[config.mk]
export PLATFORM = sky130hd
export DESIGN_NAME = voice_seq
export DESIGN_NICKNAME = d
export VERILOG_FILES = /design/src/rtl/voice_seq_pkg.sv /design/src/rtl/voice_seq_regfile.sv /design/src/rtl/voice_seq_ctrl.sv /design/src/rtl/voice_seq.sv
export SDC_FILE = /design/constraint.sdc
export NUM_CORES = 1
export LEC_CHECK = 0
export CORE_AREA = 4 4 136 138
export DETAILED_ROUTE_END_ITERATION = 8
export DIE_AREA = 0 0 140 142
export GPL_ROUTABILITY_DRIVEN = 0
export PLACE_DENSITY = 0.77
export SLEW_MARGIN = 20
export SYNTH_ARGS = -nofsm -noshare
export SYNTH_HDL_FRONTEND = slang
export SYNTH_SLANG_ARGS = --single-unit
[constraint.sdc]
create_clock -name clk_i -period 4 [get_ports clk_i]
set_input_delay 0.4 -clock clk_i [delete_from_list [all_inputs] [get_ports clk_i]]
set_output_delay 0.4 -clock clk_i [all_outputs]
set_load 0.02 [all_outputs]
[src/rtl/voice_seq_pkg.sv]
package voice_seq_pkg;
  localparam int unsigned OPT_W = 4;

  // bit 0 edge_trig, bit 1 hold, bit 2 retrig, bit 3 stop_en
  typedef struct packed {
    logic stop_en;
    logic retrig;
    logic hold;
    logic edge_trig;
  } grp_opt_t;
endpackage

[src/rtl/voice_seq_regfile.sv]
module voice_seq_regfile #(
  parameter int unsigned DEPTH = 8,
  parameter int unsigned W     = 8,
  localparam int unsigned AW   = (DEPTH > 1) ? $clog2(DEPTH) : 1
) (
  input  logic          clk_i,
  input  logic          rst_ni,
  input  logic          we_i,
  input  logic [AW-1:0] waddr_i,
  input  logic [W-1:0]  wdata_i,
  input  logic [AW-1:0] raddr_i,
  output logic [W-1:0]  rdata_o
);
  logic [W-1:0] mem_q [DEPTH];

  always_ff @(posedge clk_i or negedge rst_ni) begin
    if (!rst_ni) begin
      for (int i = 0; i < int'(DEPTH); i++) mem_q[i] <= '0;
    end else if (we_i) begin
      mem_q[waddr_i] <= wdata_i;
    end
  end

  assign rdata_o = mem_q[raddr_i];
endmodule

[src/rtl/voice_seq_ctrl.sv]
module voice_seq_ctrl
  import voice_seq_pkg::*;
#(
  parameter int unsigned GRP_W = 3,
  parameter int unsigned ENT_W = 4,
  parameter int unsigned BLK_W = 6,
  localparam int unsigned GW   = ENT_W + OPT_W,
  localparam int unsigned EW   = BLK_W + 3
) (
  input  logic             clk_i,
  input  logic             rst_ni,
  input  logic             trig_i,
  input  logic [GRP_W-1:0] grp_i,
  input  logic             stop_i,
  input  logic             blk_done_i,
  input  logic [GW-1:0]    grp_word_i,
  input  logic [EW-1:0]    ent_word_i,
  output logic [GRP_W-1:0] grp_raddr_o,
  output logic [ENT_W-1:0] ent_raddr_o,
  output logic             fetch_valid_o,
  output logic [BLK_W-1:0] fetch_blk_o,
  output logic             fetch_pcm_o,
  output logic             busy_o,
  output logic             end_o
);
  logic             play_q, play_d;
  logic             end_q, end_d;
  logic             trig_q;
  logic [GRP_W-1:0] grp_q, grp_d;
  logic [ENT_W-1:0] ptr_q, ptr_d;

  grp_opt_t         opt;
  logic [ENT_W-1:0] start_ptr;
  logic             trig_rise, ent_last;

  assign opt         = grp_opt_t'(grp_word_i[OPT_W-1:0]);
  assign start_ptr   = grp_word_i[GW-1:OPT_W];
  assign ent_last    = ent_word_i[BLK_W+2];
  assign trig_rise   = trig_i & ~trig_q;
  // idle: look up the requested group; playing: the latched one
  assign grp_raddr_o = play_q ? grp_q : grp_i;
  assign ent_raddr_o = ptr_q;

  always_comb begin
    play_d = play_q;
    grp_d  = grp_q;
    ptr_d  = ptr_q;
    end_d  = 1'b0;
    if (!play_q) begin
      if (trig_rise && !stop_i) begin
        play_d = 1'b1;
        grp_d  = grp_i;
        ptr_d  = start_ptr;
      end
    end else if (stop_i || (!opt.edge_trig && !opt.hold && !trig_i)) begin
      play_d = 1'b0;
      end_d  = opt.stop_en;
    end else if (trig_rise && opt.retrig) begin
      ptr_d = start_ptr;
    end else if (blk_done_i) begin
      if (!opt.edge_trig && opt.hold && !trig_i) begin
        play_d = 1'b0;
        end_d  = opt.stop_en;
      end else if (!ent_last) begin
        ptr_d = ptr_q + 1'b1;
      end else if (opt.hold) begin
        ptr_d = start_ptr;
      end else begin
        play_d = 1'b0;
        end_d  = opt.stop_en;
      end
    end
  end

  always_ff @(posedge clk_i or negedge rst_ni) begin
    if (!rst_ni) begin
      play_q <= 1'b0;
      end_q  <= 1'b0;
      trig_q <= 1'b0;
      grp_q  <= '0;
      ptr_q  <= '0;
    end else begin
      play_q <= play_d;
      end_q  <= end_d;
      trig_q <= trig_i;
      grp_q  <= grp_d;
      ptr_q  <= ptr_d;
    end
  end

  assign fetch_valid_o = play_q;
  assign fetch_blk_o   = ent_word_i[BLK_W-1:0];
  assign fetch_pcm_o   = ent_word_i[BLK_W];
  assign busy_o        = play_q & ent_word_i[BLK_W+1];
  assign end_o         = end_q;

  p_stop_idle_r11: assert property (@(posedge clk_i) disable iff (!rst_ni)
    stop_i |=> !fetch_valid_o && !busy_o);

  p_end_single_r12: assert property (@(posedge clk_i) disable iff (!rst_ni)
    end_o |=> !end_o);

  p_end_when_idle_r12: assert property (@(posedge clk_i) disable iff (!rst_ni)
    end_o |-> !fetch_valid_o);

  p_release_drop_r8: assert property (@(posedge clk_i) disable iff (!rst_ni)
    (play_q && !opt.edge_trig && !opt.hold && !trig_i) |=> !play_q);

  p_retrig_restart_r9: assert property (@(posedge clk_i) disable iff (!rst_ni)
    (play_q && trig_rise && opt.retrig && !stop_i && !(!opt.edge_trig && !opt.hold && !trig_i))
    |=> play_q && ptr_q == $past(start_ptr));

  p_no_retrig_r10: assert property (@(posedge clk_i) disable iff (!rst_ni)
    (play_q && trig_rise && !opt.retrig && !stop_i && !blk_done_i)
    |=> $stable(ptr_q) && play_q);

  p_busy_play_r4: assert property (@(posedge clk_i) disable iff (!rst_ni)
    busy_o |-> fetch_valid_o);
endmodule

[src/rtl/voice_seq.sv]
module voice_seq
  import voice_seq_pkg::*;
#(
  parameter int unsigned GRP_W = 3,
  parameter int unsigned ENT_W = 4,
  parameter int unsigned BLK_W = 6,
  localparam int unsigned GW   = ENT_W + OPT_W,
  localparam int unsigned EW   = BLK_W + 3
) (
  input  logic             clk_i,
  input  logic             rst_ni,
  input  logic             grp_we_i,
  input  logic [GRP_W-1:0] grp_waddr_i,
  input  logic [GW-1:0]    grp_wdata_i,
  input  logic             ent_we_i,
  input  logic [ENT_W-1:0] ent_waddr_i,
  input  logic [EW-1:0]    ent_wdata_i,
  input  logic             trig_i,
  input  logic [GRP_W-1:0] grp_i,
  input  logic             stop_i,
  input  logic             blk_done_i,
  output logic             fetch_valid_o,
  output logic [BLK_W-1:0] fetch_blk_o,
  output logic             fetch_pcm_o,
  output logic             busy_o,
  output logic             end_o
);
  logic [GRP_W-1:0] grp_raddr;
  logic [ENT_W-1:0] ent_raddr;
  logic [GW-1:0]    grp_word;
  logic [EW-1:0]    ent_word;

  voice_seq_regfile #(.DEPTH(1 << GRP_W), .W(GW)) i_grp_tab (
    .clk_i, .rst_ni,
    .we_i(grp_we_i), .waddr_i(grp_waddr_i), .wdata_i(grp_wdata_i),
    .raddr_i(grp_raddr), .rdata_o(grp_word)
  );

  voice_seq_regfile #(.DEPTH(1 << ENT_W), .W(EW)) i_ent_tab (
    .clk_i, .rst_ni,
    .we_i(ent_we_i), .waddr_i(ent_waddr_i), .wdata_i(ent_wdata_i),
    .raddr_i(ent_raddr), .rdata_o(ent_word)
  );

  voice_seq_ctrl #(.GRP_W(GRP_W), .ENT_W(ENT_W), .BLK_W(BLK_W)) i_ctrl (
    .clk_i, .rst_ni, .trig_i, .grp_i, .stop_i, .blk_done_i,
    .grp_word_i(grp_word), .ent_word_i(ent_word),
    .grp_raddr_o(grp_raddr), .ent_raddr_o(ent_raddr),
    .fetch_valid_o, .fetch_blk_o, .fetch_pcm_o, .busy_o, .end_o
  );
endmodule

==> out/metrics.json <==
{
  "placement": {
    "buffer_ports.inserted": 43,
    "detailed_place_hpwl_mm": 14.4
  },
  "cts": {
    "cts_repair_resize_count": 0,
    "maximum_clock_path_buffer_count": 3,
    "cts_setup_buffers": 0,
    "htreeDepth": 1,
    "clock_insertion_delay_worst_skew_ps": 500,
    "cts.hold.buffers_added": 0,
    "cts_buffers": 23,
    "cts.sinks": 218,
    "clock_tree.root_cell": "sky130_fd_sc_hd__clkbuf_16",
    "clk_pin_slew_worst_paths_ps": 60,
    "cts_tree": "done"
  },
  "timing": {
    "finalMaxSlewViolations": 0,
    "slew-limit-headroom_pct": 35.8,
    "setup_viol": 0,
    "setup_skew_ps": 12.2,
    "min_clock_period_post_route_ps": 3530,
    "setup_tns_ps": 0,
    "achievable_freq_mhz": 284,
    "max_slew.worst_pin.slew_ps": 963,
    "period_share_pct": 88.1,
    "hold_viol_final": 0,
    "grt_setup_unrepaired": "false"
  },
  "global_route": {
    "globalRouteTotalUtil_pct": 22.7,
    "grt_start_max_net_pins": 121,
    "number_of_global_route_vias_before_repair": 6578,
    "globalRoute.totalOverflow": 0,
    "grt_antenna_before_repair": 0,
    "grt_first_pass_wirelength_mm": 35.6
  },
  "finish": {
    "multi_input_area_sq_um": 4530,
    "finalCoreUtilization_pct": 67.8,
    "flow.area_growth_from_synthesis_pct": 14.9,
    "most-common-layout-cells": "217 x sky130_fd_sc_hd__dfrtp_1, 212 x sky130_fd_sc_hd__mux2_2, 57 x sky130_fd_sc_hd__mux4_2",
    "drive_above_1_share_pct": 47.5,
    "sequential_cell_area_sq_um": 5460,
    "num_antenna_cells": 0,
    "filler_cell_count": 1214,
    "layout_commonest_cell": "sky130_fd_sc_hd__dfrtp_1",
    "finalNetCount": 745
  },
  "worst_setup_path": {
    "critical_path.cell_chain": "buf_4 -> mux4_2 -> mux4_2 -> and2_1 -> clkdlybuf4s50_1",
    "required_time_at_the_worst_slack_endpoint_ps": 3600,
    "worstSetupPathType": "reg2out",
    "critical-path-top-cell-by-count": "sky130_fd_sc_hd__mux4_2",
    "worst_path_largest_cell_delay_ps": 590,
    "worstReg2RegStart": "i_ctrl.fetch_valid_o$_DFF_PN0_",
    "startpoint": "i_ctrl.ent_raddr_o[0]$_DFFE_PN0P_",
    "timing.critical_path.arrival_ps": 3130,
    "worst_path_max_delay_cell": "sky130_fd_sc_hd__dfrtp_2",
    "crit_path_max_fanout": 11,
    "setup.worst_path.end_class": "primary output",
    "worst_setup_path_start_kind": "register",
    "r2r_slack_ps": 840
  },
  "floorplan": {
    "rows": 48,
    "design.portCount": 44,
    "floorplan.core_area_sq_um": 17200,
    "floorplan.die_area_sq_um": 19900,
    "chipHeight_microns": 142,
    "start_util_pct": 59.1,
    "dieWidth_microns": 140
  },
  "yosys": {
    "share_of_the_yosys_chip_area_belonging_to_registers_pct": 53.8,
    "area_leader_netlist": "sky130_fd_sc_hd__dfrtp_1",
    "synthesis.instances": 654,
    "synth.yosys.warnings": 0,
    "number_of_synthesized_flops_with_an_enable_pin": 0,
    "async_reset_ff_share_pct": 100,
    "yosysUniqueCellTypes": 52,
    "main_area_contributors_after_synthesis": "sky130_fd_sc_hd__dfrtp_1 54%, sky130_fd_sc_hd__mux2_2 24%, sky130_fd_sc_hd__mux4_2 13%, sky130_fd_sc_hd__clkbuf_1 0.96%, sky130_fd_sc_hd__nor2_1 0.74%",
    "syn-num-nets": 689,
    "synth_area_sq_um": 10100,
    "synth_area_per_cell_sq_um": 15.5,
    "ys_seq_elements": 218,
    "synth_top_cell_area_share_pct": 53.8,
    "ys.flop_type": "sky130_fd_sc_hd__dfrtp_1"
  },
  "detailed_routing": {
    "drt_wl_total_mm": 21.7,
    "viasPerCell": 6.16,
    "drtPass1Iterations": 4,
    "first_iter_violations": 277,
    "overall_via_count_from_detail_route": 5855,
    "routedWlPerCell_microns": 22.8,
    "drcViolationCount": 0,
    "ant_nets": 0
  },
  "pwr": {
    "p_per_area_nw_per_um2": 633,
    "static-leakage-power_uw": 0.00488,
    "peakVddDrop_v": 0.000458
  },
  "outcome": {
    "status": "finished, final reports clean"
  },
  "run": {
    "max-cap-violations": 0
  },
  "worst_hold_path": {
    "hp-class": "in2async"
  }
}
==> per-layer routing <==
| layer | vias to the layer above | routed length [microns] | GRT usage, % |
|---|---|---|---|
| met3 | 41 | 699 | 2.86 |
| met1 | 3113 | 8800 | 28.6 |
| met5 | - | 0 | 0 |
| met4 | 0 | 519 | 6.02 |
| li1 | 2582 | - | - |
| met2 | 119 | 11700 | 42.0 |
==> sequential cells by signal, indices dropped and copies added (netlist names) <==
signal	flops
i_ctrl.grp_q	3
i_ctrl.end_o	1
i_ctrl.trig_q	1
i_ctrl.fetch_valid_o	1
i_ent_tab.mem_q	144
i_grp_tab.mem_q	64
i_ctrl.ent_raddr_o	4
==> cell usage after synthesis (2+ instances only) <==
library cell	count
sky130_fd_sc_hd__a2bb2oi_1	2
sky130_fd_sc_hd__o21ai_0	10
sky130_fd_sc_hd__clkbuf_1	26
sky130_fd_sc_hd__mux4_2	57
sky130_fd_sc_hd__a22oi_1	2
sky130_fd_sc_hd__mux2_2	212
sky130_fd_sc_hd__o211ai_1	2
sky130_fd_sc_hd__buf_2	4
sky130_fd_sc_hd__dfrtp_1	218
sky130_fd_sc_hd__nand4b_1	3
sky130_fd_sc_hd__nand3b_1	2
sky130_fd_sc_hd__nand2_1	13
sky130_fd_sc_hd__a21oi_1	6
sky130_fd_sc_hd__buf_1	3
sky130_fd_sc_hd__nor3b_1	4
sky130_fd_sc_hd__nor2b_1	8
sky130_fd_sc_hd__nand2b_1	11
sky130_fd_sc_hd__nor2_1	20
sky130_fd_sc_hd__nor3_1	5
sky130_fd_sc_hd__nand4_1	2
sky130_fd_sc_hd__buf_6	2
sky130_fd_sc_hd__mux2i_1	5
sky130_fd_sc_hd__nand3_1	3
sky130_fd_sc_hd__or3_1	3
sky130_fd_sc_hd__inv_1	4
==> final cells by class <==
class	instances	share of cell area, %
inverters	4	0.129
flip-flops and latches	218	46.8
multi-input cells	397	38.9
clock inverters	9	0.870
clock buffers	32	5.66
well taps	225	2.42
repair buffers	66	5.21
==> stage by stage <==
step	instances	setup WS, ps	power [uW]	hold WS, ps	area [sq um]
final	951	475	7380	33.9	11700
after global routing	951	292	7740	118	11700
after CTS	951	402	7450	96.4	11700
after detailed placement	910	802	5320	490	10900
after global placement	910	893	5210	481	10900
after floorplan	654	1340	4640	104	10100
==> cell families after synthesis <==
family	after synthesis	synth area share [%]
adders and majority gates	1	0.123
and+or+nand+nor	81	4.43
muxes	277	37.2
buffers and inverters	39	1.64
DFF	218	53.8
AOI/OAI and AO/OA	38	2.85
==> worst paths after layout <==
path                                                      to  cells after the start
hold reg to reg              i_ent_tab.mem_q[31]$_DFFE_PN0P_                      1
hold / removal              i_ent_tab.mem_q[128]$_DFFE_PN0P_                      1
setup / recovery                                      busy_o                      5
min in group clk_i                   i_ctrl.trig_q$_DFF_PN0_                      1
max in group asynchronous    i_ent_tab.mem_q[17]$_DFFE_PN0P_                      2
setup reg to reg           i_ctrl.ent_raddr_o[1]$_DFFE_PN0P_                      9
==> critical path, delay by kind of cell (launching register included) <==
family	cells	cell delay, ps
DFF	1	590
and+or+nand+nor	1	170
muxes	2	1010
buffers and inverters	2	860
==> report_power, final <==
part           total, uW  switching (uW)  internal [uW]  leakage [uW]
logic               2150             821           1330       0.00185
registers           3130             410           2720       0.00265
clock network       2110             827           1280      0.000377
total               7380            2060           5320       0.00488
No activity file was read; power rests on OpenSTA's default activity.
